## config.mk

```make
export PLATFORM = sky130hd
export DESIGN_NAME = sem_bank
export DESIGN_NICKNAME = d
export VERILOG_FILES = /design/src/rtl/sem_pkg.sv /design/src/rtl/sem_port_decode.sv /design/src/rtl/sem_flag_cell.sv /design/src/rtl/sem_read_mux.sv /design/src/rtl/sem_bank.sv
export SDC_FILE = /design/constraint.sdc
export NUM_CORES = 1
export LEC_CHECK = 0
export BUFFER_PORTS_ARGS = -buffer_cell sky130_fd_sc_hd__buf_2
export CORE_MARGIN = 1.5
export CORE_UTILIZATION = 26
export CTS_CLUSTER_SIZE = 16
export DETAILED_ROUTE_END_ITERATION = 10
export GPL_TIMING_DRIVEN = 0
export HOLD_SLACK_MARGIN = 0.02
export PLACE_DENSITY = 0.53
export SLEW_MARGIN = 20
export SYNTH_ARGS = -nofsm -noshare
export SYNTH_HDL_FRONTEND = slang
export SYNTH_SLANG_ARGS = --single-unit
```

## constraint.sdc

```tcl
create_clock -name clk -period 2.5 [get_ports clk]
set_clock_uncertainty 0.2 [all_clocks]
set_input_delay 0.375 -clock clk [delete_from_list [all_inputs] [get_ports clk]]
set_output_delay 0.375 -clock clk [all_outputs]
set_load 0.01 [all_outputs]
```

## src/rtl/sem_pkg.sv

```systemverilog
package sem_pkg;
   typedef enum logic [1:0] {
      OWN_NONE  = 2'd0,
      OWN_LEFT  = 2'd1,
      OWN_RIGHT = 2'd2
   } owner_t;
endpackage

```

## src/rtl/sem_port_decode.sv

```systemverilog
module sem_port_decode #(
   parameter int NUM_FLAGS = 8,
   parameter int ADDR_W    = 3,
   parameter int DATA_W    = 8
) (
   input  logic                 mem_en,
   input  logic                 sem_sel,
   input  logic                 wr,
   input  logic [ADDR_W-1:0]    addr,
   input  logic [DATA_W-1:0]    wdata,
   output logic                 access,
   output logic [NUM_FLAGS-1:0] take_vec,
   output logic [NUM_FLAGS-1:0] drop_vec
);
   logic wr_ok;
   logic unused_hi_bits;

   assign access         = sem_sel & ~mem_en;
   assign wr_ok          = access & wr;
   assign unused_hi_bits = ^wdata[DATA_W-1:1];

   for (genvar i = 0; i < NUM_FLAGS; i++) begin : g_dec
      localparam logic [ADDR_W-1:0] IDX = ADDR_W'(i);
      assign take_vec[i] = wr_ok & (addr == IDX) & ~wdata[0];
      assign drop_vec[i] = wr_ok & (addr == IDX) &  wdata[0];
   end
endmodule

```

## src/rtl/sem_flag_cell.sv

```systemverilog
module sem_flag_cell
   import sem_pkg::*;
(
   input  logic clk,
   input  logic rst_n,
   input  logic l_take,
   input  logic l_drop,
   input  logic r_take,
   input  logic r_drop,
   output logic l_view,
   output logic r_view
);
   owner_t own_q, own_d;
   logic   pl_q, pl_d, pr_q, pr_d;
   logic   pl_req, pr_req;

   always_comb begin
      own_d  = own_q;
      pl_d   = pl_q;
      pr_d   = pr_q;
      pl_req = (pl_q | l_take) & ~l_drop;
      pr_req = (pr_q | r_take) & ~r_drop;
      case (own_q)
         OWN_NONE: begin
            pl_d = 1'b0;
            pr_d = 1'b0;
            if (l_take) begin
               own_d = OWN_LEFT;
               pr_d  = r_take;
            end else if (r_take) begin
               own_d = OWN_RIGHT;
            end
         end
         OWN_LEFT: begin
            pl_d = 1'b0;
            if (l_drop) begin
               pr_d  = 1'b0;
               own_d = pr_req ? OWN_RIGHT : OWN_NONE;
            end else begin
               pr_d = pr_req;
            end
         end
         OWN_RIGHT: begin
            pr_d = 1'b0;
            if (r_drop) begin
               pl_d  = 1'b0;
               own_d = pl_req ? OWN_LEFT : OWN_NONE;
            end else begin
               pl_d = pl_req;
            end
         end
         default: begin
            own_d = OWN_NONE;
            pl_d  = 1'b0;
            pr_d  = 1'b0;
         end
      endcase
   end

   always_ff @(posedge clk or negedge rst_n) begin
      if (!rst_n) begin
         own_q <= OWN_NONE;
         pl_q  <= 1'b0;
         pr_q  <= 1'b0;
      end else begin
         own_q <= own_d;
         pl_q  <= pl_d;
         pr_q  <= pr_d;
      end
   end

   assign l_view = (own_q != OWN_LEFT);
   assign r_view = (own_q != OWN_RIGHT);

   AST_FREE_NO_PENDING: assert property (@(posedge clk) disable iff (!rst_n)
      (own_q == OWN_NONE) |-> (!pl_q && !pr_q));
   AST_TIE_LEFT_WINS: assert property (@(posedge clk) disable iff (!rst_n)
      (own_q == OWN_NONE && l_take && r_take) |=> (own_q == OWN_LEFT && pr_q));
   AST_CONTEND_HOLDS: assert property (@(posedge clk) disable iff (!rst_n)
      (own_q == OWN_LEFT && r_take && !l_drop) |=> (own_q == OWN_LEFT && pr_q));
   AST_HANDOFF: assert property (@(posedge clk) disable iff (!rst_n)
      (own_q == OWN_LEFT && l_drop && pr_q && !r_drop) |=> (own_q == OWN_RIGHT));
   AST_RELEASE_FREE: assert property (@(posedge clk) disable iff (!rst_n)
      (own_q == OWN_RIGHT && r_drop && !pl_q && !l_take) |=> (own_q == OWN_NONE));
   AST_FOREIGN_DROP: assert property (@(posedge clk) disable iff (!rst_n)
      (own_q == OWN_LEFT && r_drop && !l_drop) |=> (own_q == OWN_LEFT && !pr_q));
   AST_RETAKE_NOOP: assert property (@(posedge clk) disable iff (!rst_n)
      (own_q == OWN_RIGHT && r_take) |=> (own_q == OWN_RIGHT));
endmodule

```

## src/rtl/sem_read_mux.sv

```systemverilog
module sem_read_mux #(
   parameter int NUM_FLAGS = 8,
   parameter int ADDR_W    = 3,
   parameter int DATA_W    = 8
) (
   input  logic                 access,
   input  logic [ADDR_W-1:0]    addr,
   input  logic [NUM_FLAGS-1:0] view_vec,
   output logic [DATA_W-1:0]    rdata
);
   assign rdata = access ? {DATA_W{view_vec[addr]}} : '0;
endmodule

```

## src/rtl/sem_bank.sv

```systemverilog
module sem_bank #(
   parameter int NUM_FLAGS = 8,
   parameter int DATA_W    = 8,
   localparam int ADDR_W   = $clog2(NUM_FLAGS)
) (
   input  logic              clk,
   input  logic              rst_n,
   input  logic              l_mem_en,
   input  logic              l_sem_sel,
   input  logic              l_wr,
   input  logic [ADDR_W-1:0] l_addr,
   input  logic [DATA_W-1:0] l_wdata,
   output logic [DATA_W-1:0] l_rdata,
   input  logic              r_mem_en,
   input  logic              r_sem_sel,
   input  logic              r_wr,
   input  logic [ADDR_W-1:0] r_addr,
   input  logic [DATA_W-1:0] r_wdata,
   output logic [DATA_W-1:0] r_rdata
);
   if (NUM_FLAGS < 2 || (NUM_FLAGS & (NUM_FLAGS - 1)) != 0) begin : g_bad_flags
      $error("sem_bank: NUM_FLAGS must be a power of two and at least 2");
   end
   if (DATA_W < 2) begin : g_bad_width
      $error("sem_bank: DATA_W must be at least 2");
   end

   logic                 l_acc, r_acc;
   logic [NUM_FLAGS-1:0] l_take, l_drop, r_take, r_drop;
   logic [NUM_FLAGS-1:0] l_view, r_view;

   sem_port_decode #(.NUM_FLAGS(NUM_FLAGS), .ADDR_W(ADDR_W), .DATA_W(DATA_W)) u_dec_l (
      .mem_en(l_mem_en), .sem_sel(l_sem_sel), .wr(l_wr), .addr(l_addr), .wdata(l_wdata),
      .access(l_acc), .take_vec(l_take), .drop_vec(l_drop));

   sem_port_decode #(.NUM_FLAGS(NUM_FLAGS), .ADDR_W(ADDR_W), .DATA_W(DATA_W)) u_dec_r (
      .mem_en(r_mem_en), .sem_sel(r_sem_sel), .wr(r_wr), .addr(r_addr), .wdata(r_wdata),
      .access(r_acc), .take_vec(r_take), .drop_vec(r_drop));

   for (genvar i = 0; i < NUM_FLAGS; i++) begin : g_flag
      sem_flag_cell u_cell (
         .clk(clk), .rst_n(rst_n),
         .l_take(l_take[i]), .l_drop(l_drop[i]),
         .r_take(r_take[i]), .r_drop(r_drop[i]),
         .l_view(l_view[i]), .r_view(r_view[i]));

      AST_VIEW_EXCLUSIVE: assert property (@(posedge clk) disable iff (!rst_n)
         (l_view[i] || r_view[i]));
   end

   sem_read_mux #(.NUM_FLAGS(NUM_FLAGS), .ADDR_W(ADDR_W), .DATA_W(DATA_W)) u_rd_l (
      .access(l_acc), .addr(l_addr), .view_vec(l_view), .rdata(l_rdata));

   sem_read_mux #(.NUM_FLAGS(NUM_FLAGS), .ADDR_W(ADDR_W), .DATA_W(DATA_W)) u_rd_r (
      .access(r_acc), .addr(r_addr), .view_vec(r_view), .rdata(r_rdata));

   AST_IDLE_READ_ZERO: assert property (@(posedge clk) disable iff (!rst_n)
      (!l_acc || l_mem_en) |-> (l_rdata == '0));
   AST_GATED_WRITE: assert property (@(posedge clk) disable iff (!rst_n)
      (l_mem_en && r_mem_en) |=> ($stable(l_view) && $stable(r_view)));
   AST_READ_REPLICATED: assert property (@(posedge clk) disable iff (!rst_n)
      r_acc |-> (r_rdata == '0 || r_rdata == '1));
endmodule

```

Word-level counts from Yosys, hierarchy flattened
Cells that the tools add are included.
{"block": "classes", "order_cmp": 2, "n_eq_ne": 70, "n_mux": 102, "bitwise": 104, "reduce_logical": 18}
{"op": "2-to-1 mux 2 bit", "n": 40}
{"op": "AND 1 bit", "n": 68}
{"op": "!= test 2 x 1 -> 1 bit, second input constant", "n": 24}
{"op": "case mux 2 bit (3 select lines)", "n": 8}
{"op": "2-to-1 mux 1 bit", "n": 42}
{"op": "equality test 3 bit, second input constant", "n": 8}
{"op": "!= test 3 x 1 -> 1 bit, second input constant", "n": 8}
{"op": "AND reduction 3 bit", "n": 8}
{"op": "inverter 1 bit", "n": 20}
{"op": "equality test 2 x 1 -> 1 bit, second input constant", "n": 8}
{"op": "equality test 2 bit, second input constant", "n": 8}
{"op": "logical NOT 2 bit", "n": 8}
{"op": "2-to-1 mux 8 bit", "n": 2}
{"op": "!= test 2 bit, second input constant", "n": 8}
{"op": "OR 1 bit", "n": 16}
{"op": "case mux 1 bit (2 select lines)", "n": 8}
{"op": "equality test 3 x 2 -> 1 bit, second input constant", "n": 4}
{"op": "less-than comparator 3 x 4 -> 1 bit, second input constant", "n": 2}
{"op": "binary-select mux 1 bit (select 3 bit)", "n": 2}
{"op": "equality test 3 x 1 -> 1 bit, second input constant", "n": 2}
{"op": "logical NOT 3 bit", "n": 2}
{"block": "totals", "regBits": 32, "in_bits": 30, "out_inout_bits": 16, "word_cells": 320}

Logic depth before layout (Yosys ltp)
Gate-level depths: netlist (run 1).
{"block": "depth", "depth_word": 10, "ltp_mapped": 6, "ltp_nobuf": 4}

Cells and area by module
Synthesis (run 1) repeated with hierarchy kept, for this count alone.
{"block": "unflattened", "hier_cells": 288, "hier_area_um2": 2309.7}
{"mod": "sem_flag_cell", "n_inst": 8, "cells_each": 25, "area_per_inst_um2": 212.7}
{"mod": "sem_port_decode", "n_inst": 2, "cells_each": 30, "area_per_inst_um2": 180.2}
{"mod": "sem_read_mux", "n_inst": 2, "cells_each": 14, "area_per_inst_um2": 123.9}

Worst setup path after synthesis (run 1)
OpenSTA, ideal clock, no wires.
{"block": "synth_path", "kind": "input port to output port", "from": "input port r_addr[0]", "to": "output port r_rdata[1]", "t_arrival_ps": 2475, "required_ps": 1925, "path_slack_ps": -550, "cell_stages": 4, "path_cell_list": "buf_2 > mux4_2 > a2111oi_1 > buf_4"}
{"block": "synth_via", "elab_chain_cells": 3}
{"item": "start: declaration", "line_no": "sem_bank.sv:17", "source": "input logic [ADDR_W-1:0] r_addr,"}
{"item": "binary-select mux 1 bit (select 3 bit)", "line_no": "sem_read_mux.sv:11", "source": "assign rdata = access ? {DATA_W{view_vec[addr]}} : '0;"}
{"item": "2-to-1 mux 1 bit (not written as such)", "line_no": "sem_read_mux.sv:11"}
{"item": "2-to-1 mux 8 bit", "line_no": "sem_read_mux.sv:11"}
{"item": "end: declaration", "line_no": "sem_bank.sv:19", "source": "output logic [DATA_W-1:0] r_rdata"}
Every way passes these cells. The select of a mux whose other input is x is not followed.

Worst setup path after layout (run 1)
{"block": "layout_path", "from": "register g_flag[6].u_cell.own_q[1]", "to": "output port l_rdata[4]"}
{"block": "layout_via", "elab_chain_cells": 4}
{"item": "start: declaration", "line_no": "sem_flag_cell.sv:13", "source": "owner_t own_q, own_d;"}
{"item": "start signal: assignment", "line_no": "sem_flag_cell.sv:66", "source": "own_q <= own_d;"}
{"item": "!= test 2 x 1 -> 1 bit", "line_no": "sem_flag_cell.sv:72", "source": "assign l_view = (own_q != OWN_LEFT);"}
{"item": "binary-select mux 1 bit (select 3 bit)", "line_no": "sem_read_mux.sv:11"}
{"item": "2-to-1 mux 1 bit (not written as such)", "line_no": "sem_read_mux.sv:11"}
{"item": "2-to-1 mux 8 bit", "line_no": "sem_read_mux.sv:11"}
{"item": "end: declaration", "line_no": "sem_bank.sv:13", "source": "output logic [DATA_W-1:0] l_rdata,"}
Every way passes these cells. The select of a mux whose other input is x is not followed.

==> results of run 1 <==
## logic make-up (layout without fill, tap and decap cells)
family	after synthesis	in the layout	synth area share (%)
xor+xnor	3	3	1.10
flops	32	32	33.5
compound gates	79	79	23.5
mux	6	6	4.60
simple gates	117	117	29.1
buf+inv	33	86	8.21
## power by group through the flow
stage	sequential (mW)	combinational, mW	clock, mW
2_1_floorplan	0.647	0.369	0
3_3_place_gp	0.667	0.501	0
3_5_place_dp	0.666	0.505	0
4_1_cts	0.640	0.625	0.570
5_1_grt	0.662	0.672	0.596
6_report	0.648	0.620	0.560
## state kept, by name, indices dropped and copies added, names as in the netlist
register / cells
g_flag.u_cell.pr_q: 8
g_flag.u_cell.pl_q: 8
g_flag.u_cell.own_q: 16
## cell usage after synthesis, drive strengths merged, types with 4 or more instances
| master | count | area share (%) |
|---|---|---|
| a31oi | 5 | 1.3 |
| o21ai | 16 | 3.3 |
| nor2 | 17 | 2.7 |
| o31ai | 6 | 1.9 |
| a21oi | 14 | 2.9 |
| inv | 4 | 0.63 |
| nand3 | 13 | 2.7 |
| nand2 | 21 | 3.3 |
| nor3 | 17 | 4.6 |
| mux4 | 4 | 3.8 |
| buf | 26 | 7.1 |
| nor3b | 4 | 1.3 |
| nor2b | 13 | 3.4 |
| dfrtp | 32 | 33 |
| nand2b | 11 | 3.2 |
## critical path: stages, from the launching register on
cell,delay [ns]
dfrtp_2,0.42
or2b_1,0.24
mux4_2,0.54
nor2_4,0.12
a2111oi_4,0.05
buf_4,0.17
buf_4,0.12
buf_2,0.13
## layout by cell type, fill, tap and decap left out, drive strengths merged, types with 4 or more instances in the layout
cell type,instances
mux4,4
clkbuf,8
dfrtp,32
buf,70
nand2,21
o21ai,16
nand3,13
nor3,17
inv,4
nor3b,4
nor2,17
a31oi,5
nor2b,13
a21oi,14
o31ai,6
nand2b,11
## area by class of cell
class                           count  area share (%)
Inverter                            6           0.744
Clock buffer                        7            3.18
Sequential cell                    32            26.6
Tap cell                          108            4.46
Buffer                             26            5.37
Multi-Input combinational cell    205            48.3
Timing Repair Buffer               46            10.4
Clock inverter                      1           0.992
## final timing paths
path | from | end | slack, ns | cells past startpoint
worst max-delay path | g_flag[6].u_cell.own_q[1] | l_rdata[4] | -0.16 | 7
worst min-delay path | l_wdata[0] | g_flag[2].u_cell.pl_q | 0.31 | 4
worst min register to register | g_flag[3].u_cell.pl_q | g_flag[3].u_cell.pl_q | 0.33 | 2
worst max register to register | g_flag[6].u_cell.own_q[0] | g_flag[6].u_cell.pr_q | 0.77 | 4
min in group asynchronous | rst_n | g_flag[6].u_cell.pl_q | 0.49 | 2
max in group asynchronous | rst_n | g_flag[5].u_cell.own_q[0] | 1.09 | 2
## per-layer routing
| layer | part of all wire, % | track usage [%] | vias up |
|---|---|---|---|
| met2 | 48 | 24.0 | 66 |
| met3 | 5.6 | 2.84 | 8 |
| met1 | 45 | 21.4 | 1160 |
| met5 | 0 | 0 | - |
| li1 | - | - | 1119 |
| met4 | 0.77 | 5.16 | 0 |
## repair_timing
item / in CTS / in global routing
setup buffers: 13 / 1
setup endpoints to repair: 16 / 16
hold buffers: 1 / 0
gates resized for setup: 20 / 0
endpoints found under the hold margin: 32 / 0
pin swaps: 2 / 0
## through the flow
| stage | setup slack [ns] | power (mW) | instances | cell area (um2) |
|---|---|---|---|---|
| after floorplan | 0.0536 | 1.02 | 270 | 2420 |
| after global placement | -0.199 | 1.17 | 409 | 2710 |
| after detailed placement | -0.221 | 1.17 | 409 | 2710 |
| after CTS | -0.153 | 1.83 | 431 | 3030 |
| after global routing | -0.257 | 1.93 | 431 | 3030 |
| final | -0.157 | 1.83 | 431 | 3030 |
==> flow_metrics.py, run 1 <==
metrics = {
    "timing": {
        "setup-tns-final_ns": -2.22,
        "setup_ws_ns": -0.157,
        "slew_violations": 0,
        "setup_violations": 16,
        "maxSlewHeadroom_pct": 50.3,
        "rsz0062_at_grt": "yes",
        "hold_viol_final": 0,
        "holdWs_ns": 0.314,
        "clock.fmax_mhz": 376,
        "min_period_over_period_pct": 106,
        "min_period_ns": 2.66,
        "tightest_slew_ns": 0.746,
    },
    "power": {
        "p_int_mw": 1.25,
        "p_seq_share_pct": 35.5,
        "p_leak_nw": 1.21,
        "power.net_switching_mw": 0.581,
        "p_sw_share_pct": 31.8,
        "pwr-share-clk_pct": 30.6,
        "power_frac_comb_pct": 33.9,
        "ir_drop_mv": 0.220,
        "power.density_nw_per_um2": 604,
    },
    "die": {
        "die_w_um": 98.9,
        "dieArea_um2": 9790,
        "initial_core_util_pct": 27.2,
        "core_area_um2": 8810,
        "rows": 34,
        "io_pins": 46,
        "die_h_um": 98.9,
    },
    "clocking": {
        "cts_tree": "yes",
        "htree_levels": 2,
        "cts_inserted_buffers": 5,
        "cts_sinks": 32,
        "clockBufferDepth": 2,
        "root_buffer": "clkbuf_8",
        "clkLatencyLatePin_ns": 0.28,
        "clk_pin_slew_worst_paths_ns": 0.07,
    },
    "grt": {
        "antenna_found_initial": 0,
        "grt_pass1_vias": 2342,
        "grt_max_degree": 33,
        "globalRouteOverflowTotal": 0,
        "grt_pass1_wl_mm": 11.9,
        "grt_util_all_layers_pct": 15.4,
    },
    "finish": {
        "final_layout_size_suffix_gt1_share_pct": 31.9,
        "syn2layout_area_growth_pct": 26.5,
        "nets": 352,
        "final_core_util_pct": 34.4,
        "fillCellCount": 894,
        "antenna_cells": 0,
        "regArea_um2": 805,
        "multi_input_area_um2": 1460,
    },
    "worst_setup_path": {
        "start_kind": "flip-flop",
        "required_ns": 1.92,
        "worstPathMaxFanout": 8,
        "end_kind": "output pin",
        "crit_arrival_ns": 2.08,
        "worstSetupPathType": "flip-flop to output pin",
    },
    "drt": {
        "drt_iter0_drc": 165,
        "num_vias": 2353,
        "drc": 1,
        "routed_via_density": 5.46,
        "firstDrtPassIters": 7,
        "wl_per_cell_um": 16.8,
        "ant_nets": 0,
        "wl_mm": 7.24,
    },
    "synthesis": {
        "ys.flop_type": "dfrtp_1",
        "ys_ff_latch": 32,
        "netlist_area_um2": 2390,
        "synth_edf_count": 0,
        "yosysWarnings": 0,
        "synth-async-reset-ratio_pct": 100,
        "synthesis.nets": 300,
        "avgSynthCellArea_um2": 8.86,
        "synth_cell_types": 60,
        "synthCells": 270,
        "ys_seq_area_share_pct": 33.5,
    },
    "job": {
        "maxCapViolCount": 0,
    },
    "placed_design": {
        "routabilityCongestion": 0.873,
        "dpl.hpwl_mm": 5.11,
        "io_buffers": 31,
    },
    "status": {
        "status": "complete, but fails checks",
        "violations": "DRC, setup timing",
    },
    "min_path": {
        "hold_class": "primary input to flip-flop",
    },
}
Power figures use the tool's default switching activity.
==> run 2: changes to the inputs <==
==> constraint.sdc (replaced) <==
create_clock -name clk -period 2.5 [get_ports clk]
set_clock_uncertainty 0.2 [all_clocks]
set_input_delay 0.375 -clock clk [delete_from_list [all_inputs] [get_ports clk]]
set_output_delay 0.375 -clock clk [all_outputs]
set_load 0.02 [all_outputs]
==> run 2 against run 1 <==
- combinational power is 29% higher
- non-clock buffer count is 15 higher
- critical path depth is 1 higher
- count of clock-buffer cells in the layout stayed put
- highest routed layer unchanged
- critical path type unchanged
- the run still ends with DRC, setup timing left
==> flow_metrics.py, run 2 (synthesis results as in run 1) <==
metrics = {
    "drt": {
        "drt_iter0_drc": 167,
        "wl_mm": 7.44,
        "firstDrtPassIters": 8,
        "routed_via_density": 5.38,
        "ant_nets": 0,
        "num_vias": 2396,
        "wl_per_cell_um": 16.7,
        "drc": 2,
    },
    "clocking": {
        "clockBufferDepth": 2,
        "htree_levels": 2,
        "clkLatencyLatePin_ns": 0.29,
        "clk_pin_slew_worst_paths_ns": 0.07,
        "cts_inserted_buffers": 5,
        "root_buffer": "clkbuf_8",
        "cts_sinks": 32,
        "cts_tree": "yes",
    },
    "grt": {
        "grt_util_all_layers_pct": 15.8,
        "grt_pass1_wl_mm": 12.3,
        "grt_most_used_layer": "met2",
        "antenna_found_initial": 0,
        "grt_use_met1_pct": 21.2,
        "grt_use_met3_pct": 3.12,
        "globalRouteOverflowTotal": 0,
        "grt_max_degree": 33,
        "grt_use_met2_pct": 25.8,
        "grt_pass1_vias": 2401,
    },
    "timing": {
        "setup_violations": 16,
        "maxSlewHeadroom_pct": 49.6,
        "rsz0062_at_grt": "yes",
        "tightest_slew_ns": 0.756,
        "min_period_over_period_pct": 106,
        "slew_violations": 0,
        "min_period_ns": 2.66,
        "hold_viol_final": 0,
        "setup_ws_ns": -0.155,
        "clock.fmax_mhz": 377,
    },
    "die": {
        "rows": 34,
        "dieArea_um2": 9790,
        "die_h_um": 98.9,
        "initial_core_util_pct": 27.2,
        "io_pins": 46,
        "die_w_um": 98.9,
        "core_area_um2": 8810,
    },
    "finish": {
        "fin_area_um2": 3250,
        "largest_reg_flops": 16,
        "final_core_util_pct": 36.9,
        "top_regs": "g_flag.u_cell.own_q: 16 flops, g_flag.u_cell.pl_q: 8 flops, g_flag.u_cell.pr_q: 8 flops",
        "final_common_cell": "buf_4",
        "syn2layout_area_growth_pct": 35.8,
        "antenna_cells": 0,
        "regMostFlops": "g_flag.u_cell.own_q",
        "nets": 367,
        "final_layout_size_suffix_gt1_share_pct": 36.8,
        "layout_common_cells": "buf_4, buf_6, dfrtp_1, buf_2, nand2_1",
    },
    "worst_setup_path": {
        "end_kind": "output pin",
        "worstRegToRegCells": 6,
        "required_ns": 1.92,
        "crit_end": "r_rdata[3]",
        "reg2reg_to": "g_flag[7].u_cell.pr_q",
        "regToRegStartpoint": "g_flag[7].u_cell.own_q[0]",
        "cp-startpoint": "g_flag[3].u_cell.own_q[0]",
        "start_kind": "flip-flop",
        "r2r_slack_ns": 0.62,
        "crit_arrival_ns": 2.08,
        "worstSetupPathType": "flip-flop to output pin",
        "worstPathMaxFanout": 8,
    },
    "power": {
        "power.density_nw_per_um2": 586,
        "ir_drop_mv": 0.334,
        "finalPower_mw": 1.90,
        "p_leak_nw": 1.29,
    },
    "min_path": {
        "hold_class": "primary input to flip-flop",
        "holdPathStages": 4,
        "hold_start": "l_wdata[0]",
    },
    "placed_design": {
        "dpl.hpwl_mm": 5.07,
        "io_buffers": 31,
        "dpl_cell_area_um2": 2720,
        "routabilityCongestion": 0.904,
    },
    "status": {
        "violations": "DRC, setup timing",
        "status": "complete, but fails checks",
    },
    "job": {
        "maxCapViolCount": 0,
    },
}
## run 2: changes by cell type in the layout (fill, tap and decap cells not counted), sizes merged
cell / before / now
bufinv: 1 / 0
buf: 70 / 85
## run 2: worst min-delay path by stage
stage	end	slack [ns]
6_report	g_flag[2].u_cell.pl_q	0.29
5_1_grt	g_flag[2].u_cell.pl_q	0.33
4_1_cts	g_flag[2].u_cell.pl_q	0.29
3_5_place_dp	g_flag[2].u_cell.pr_q	0.29
3_3_place_gp	g_flag[6].u_cell.own_q[0]	0.29
2_1_floorplan	g_flag[0].u_cell.own_q[0]	-0.12
## run 2: area by class of cell
class	count	area [um2]
plain buffers	26	209
clock buffers	7	96.3
fillers	893	5560
inverters	6	22.5
multi-input cells	205	1490
flip-flops and latches	32	810
well taps	108	135
repair buffers	61	488
## run 2: report_power, final
part / switching, mW / total [mW] / internal (mW)
Sequential: 0.0703 / 0.655 / 0.584
Combinational: 0.365 / 0.800 / 0.435
Clock: 0.205 / 0.451 / 0.245
## run 2: critical path: stages, from the launching register on
cell       delay, ns
dfrtp_1         0.39
buf_4           0.14
nand2b_1        0.15
mux4_2          0.53
nor2_4          0.12
a2111oi_4       0.06
buf_6           0.15
buf_4           0.13
buf_6           0.12
## run 2: metrics by stage
| step | instances | hold slack, ns | setup WS (ns) | setup TNS (ns) |
|---|---|---|---|---|
| after detailed placement | 409 | 0.293 | -0.128 | -1.47 |
| after global routing | 445 | 0.334 | -0.235 | -3.24 |
| after CTS | 437 | 0.294 | -0.227 | -3.19 |
| final | 445 | 0.294 | -0.155 | -2.12 |
| after floorplan | 270 | -0.121 | 0.00495 | 0 |
| after global placement | 409 | 0.286 | -0.0896 | -1.00 |
## run 2: layer usage
layer	vias up	share of wire [%]
met5	-	0
met4	0	1.5
met3	11	5.5
met2	67	48
met1	1176	45
li1	1142	-
## run 2: what timing repair did
item	CTS	global route
setup buffers	21	8
gates resized for setup	55	14
pin swaps	2	2
endpoints found under the hold margin	32	0
cloned	0	0
hold buffers	1	0
setup endpoints to repair	16	16
==> run 3: changes to the inputs <==
--- a/config.mk
+++ b/config.mk
@@ -12,7 +12,7 @@
 export DETAILED_ROUTE_END_ITERATION = 10
 export GPL_TIMING_DRIVEN = 0
 export HOLD_SLACK_MARGIN = 0.02
-export PLACE_DENSITY = 0.53
+export PLACE_DENSITY = 0.52
 export SLEW_MARGIN = 20
 export SYNTH_ARGS = -nofsm -noshare
 export SYNTH_HDL_FRONTEND = slang
==> constraint.sdc (replaced) <==
create_clock -name clk -period 3.4 [get_ports clk]
set_clock_uncertainty 0.2 [all_clocks]
set_input_delay 0.51 -clock clk [delete_from_list [all_inputs] [get_ports clk]]
set_output_delay 0.51 -clock clk [all_outputs]
set_load 0.05 [all_outputs]
==> run 3 against run 2 <==
- the flow finishes with violations (DRC)
- non-clock buffer count shrank 29
- critical path depth shrank 3
- combinational power shrank 45%
- via count shrank 7.0%
- power is 35% lower
- design area fell by 14%
- sequential cell count did not move
- routed wire length shrank 5.5%
==> flow_metrics.py, run 3 (synthesis results as in run 1) <==
metrics = {
    "finish": {
        "syn2layout_area_growth_pct": 17.3,
        "layout.cells.non_filler": 417,
        "final_common_cell": "buf_2",
        "final_core_util_pct": 31.9,
        "final_layout_size_suffix_gt1_share_pct": 26.2,
        "largest_reg_flops": 16,
        "nets": 338,
        "top_regs": "g_flag.u_cell.own_q: 16 flops, g_flag.u_cell.pl_q: 8 flops, g_flag.u_cell.pr_q: 8 flops",
        "regMostFlops": "g_flag.u_cell.own_q",
        "fin_area_um2": 2810,
        "antenna_cells": 0,
        "layout_common_cells": "buf_2, dfrtp_1, nand2_1, nor2_1",
    },
    "clocking": {
        "root_buffer": "clkbuf_8",
        "clkLatencyLatePin_ns": 0.29,
        "htree_levels": 2,
        "cts_setup_buffers": 0,
        "clk_pin_slew_worst_paths_ns": 0.08,
        "cts_tree": "yes",
        "post_cts_resize_count": 0,
        "ctsHoldBuffers": 0,
        "cts_inserted_buffers": 5,
        "cts_sinks": 32,
        "clockBufferDepth": 2,
    },
    "placed_design": {
        "place_ws_ns": 0.254,
        "io_buffers": 31,
        "dpl.hpwl_mm": 5.19,
        "place_inst": 409,
        "dpl_cell_area_um2": 2710,
        "routabilityCongestion": 0.879,
    },
    "drt": {
        "drt_iter0_drc": 141,
        "firstDrtPassIters": 7,
        "ant_nets": 0,
        "routed_via_density": 5.35,
        "drc": 3,
        "wl_mm": 7.03,
        "num_vias": 2229,
        "wl_per_cell_um": 16.9,
    },
    "worst_setup_path": {
        "r2r_slack_ns": 1.73,
        "max_stage_delay_ns": 0.60,
        "required_ns": 2.69,
        "cp_cell_sequence": "nor2b_1 > mux4_2 > a2111oi_4 > buf_4 > buf_2",
        "regToRegStartpoint": "g_flag[0].u_cell.own_q[1]",
        "crit_buf_inv": 2,
        "cpMaxStageDelayCell": "a2111oi_4",
        "worstRegToRegCells": 4,
        "critPathTopFamily": "compound AO/OA/AOI/OAI gates",
        "end_kind": "output pin",
        "worstSetupPathType": "flip-flop to output pin",
        "crit_arrival_ns": 2.49,
        "start_kind": "flip-flop",
        "worstPathMaxFanout": 8,
        "reg2reg_to": "g_flag[0].u_cell.pr_q",
    },
    "timing": {
        "setup_violations": 0,
        "hold_viol_final": 0,
        "slew_violations": 0,
        "setup-tns-final_ns": 0,
        "clock.fmax_mhz": 313,
        "maxSlewHeadroom_pct": 49.6,
        "min_period_over_period_pct": 94.1,
        "setup_ws_ns": 0.201,
        "tightest_slew_ns": 0.756,
        "rsz0062_at_grt": "no",
        "min_period_ns": 3.20,
        "holdWs_ns": 0.0825,
    },
    "grt": {
        "grt_pass1_wl_mm": 11.7,
        "antenna_found_initial": 0,
        "grt_max_degree": 33,
        "globalRouteOverflowTotal": 0,
        "grt_pass1_vias": 2200,
        "grt_util_all_layers_pct": 15.1,
    },
    "die": {
        "initial_core_util_pct": 27.2,
        "io_pins": 46,
        "dieArea_um2": 9790,
        "core_area_um2": 8810,
        "die_h_um": 98.9,
        "rows": 34,
        "die_w_um": 98.9,
    },
    "power": {
        "p_leak_nw": 1.11,
        "finalPower_mw": 1.24,
        "power.density_nw_per_um2": 442,
        "ir_drop_mv": 0.246,
    },
    "status": {
        "violations": "DRC",
        "status": "complete, but fails checks",
    },
    "min_path": {
        "hold_class": "primary input to asynchronous set/reset pin",
    },
    "job": {
        "maxCapViolCount": 0,
    },
}
==> run 3: cell types whose count changed in the layout (fill, tap and decap cells not counted) <==
cell,delta
clkbuf_8,-1
nor2b_1,+6
buf_4,-17
nand2b_2,-1
nand2b_1,+1
nor2b_4,-6
buf_6,-28
buf_2,+17
dfrtp_2,-7
dfrtp_1,+7
clkinv_2,+2
nor2_1,+2
dlygate4sd3_1,-1
nor2_4,-2
==> run 3: per-layer routing <==
metal	routed length, um	vias up	global-route usage (%)
li1	-	1086	-
met5	0	-	0
met1	3280	1078	21.4
met2	3270	57	23.7
met4	70	0	2.97
met3	417	8	3.33
==> run 3: how the worst max path moves through the flow <==
stage                     cells past startpoint    endpoint                      start  slack, ns
after floorplan                               4  r_rdata[1]                  r_addr[0]       0.19
after global placement                        6  r_rdata[3]                  r_addr[0]       0.29
after detailed placement                      6  r_rdata[7]                  r_addr[0]       0.25
after CTS                                     5  l_rdata[3]  g_flag[7].u_cell.own_q[0]       0.20
after global routing                          5  l_rdata[7]  g_flag[7].u_cell.own_q[0]       0.07
final                                         5  l_rdata[3]  g_flag[7].u_cell.own_q[0]       0.20
==> run 3: power by group <==
part / internal [mW] / switching, mW / total [mW]
logic: 0.178 / 0.260 / 0.438
registers: 0.426 / 0.0595 / 0.485
clock network: 0.162 / 0.157 / 0.318
==> run 3: cell type report <==
class	instances	area, um2
sequential	32	801
fill	926	6000
inverter	6	22.5
clock buffer	6	82.6
timing repair buffer	31	155
clock inverter	2	10.0
multi-input combinational	205	1430
buffer	27	174
tap	108	135
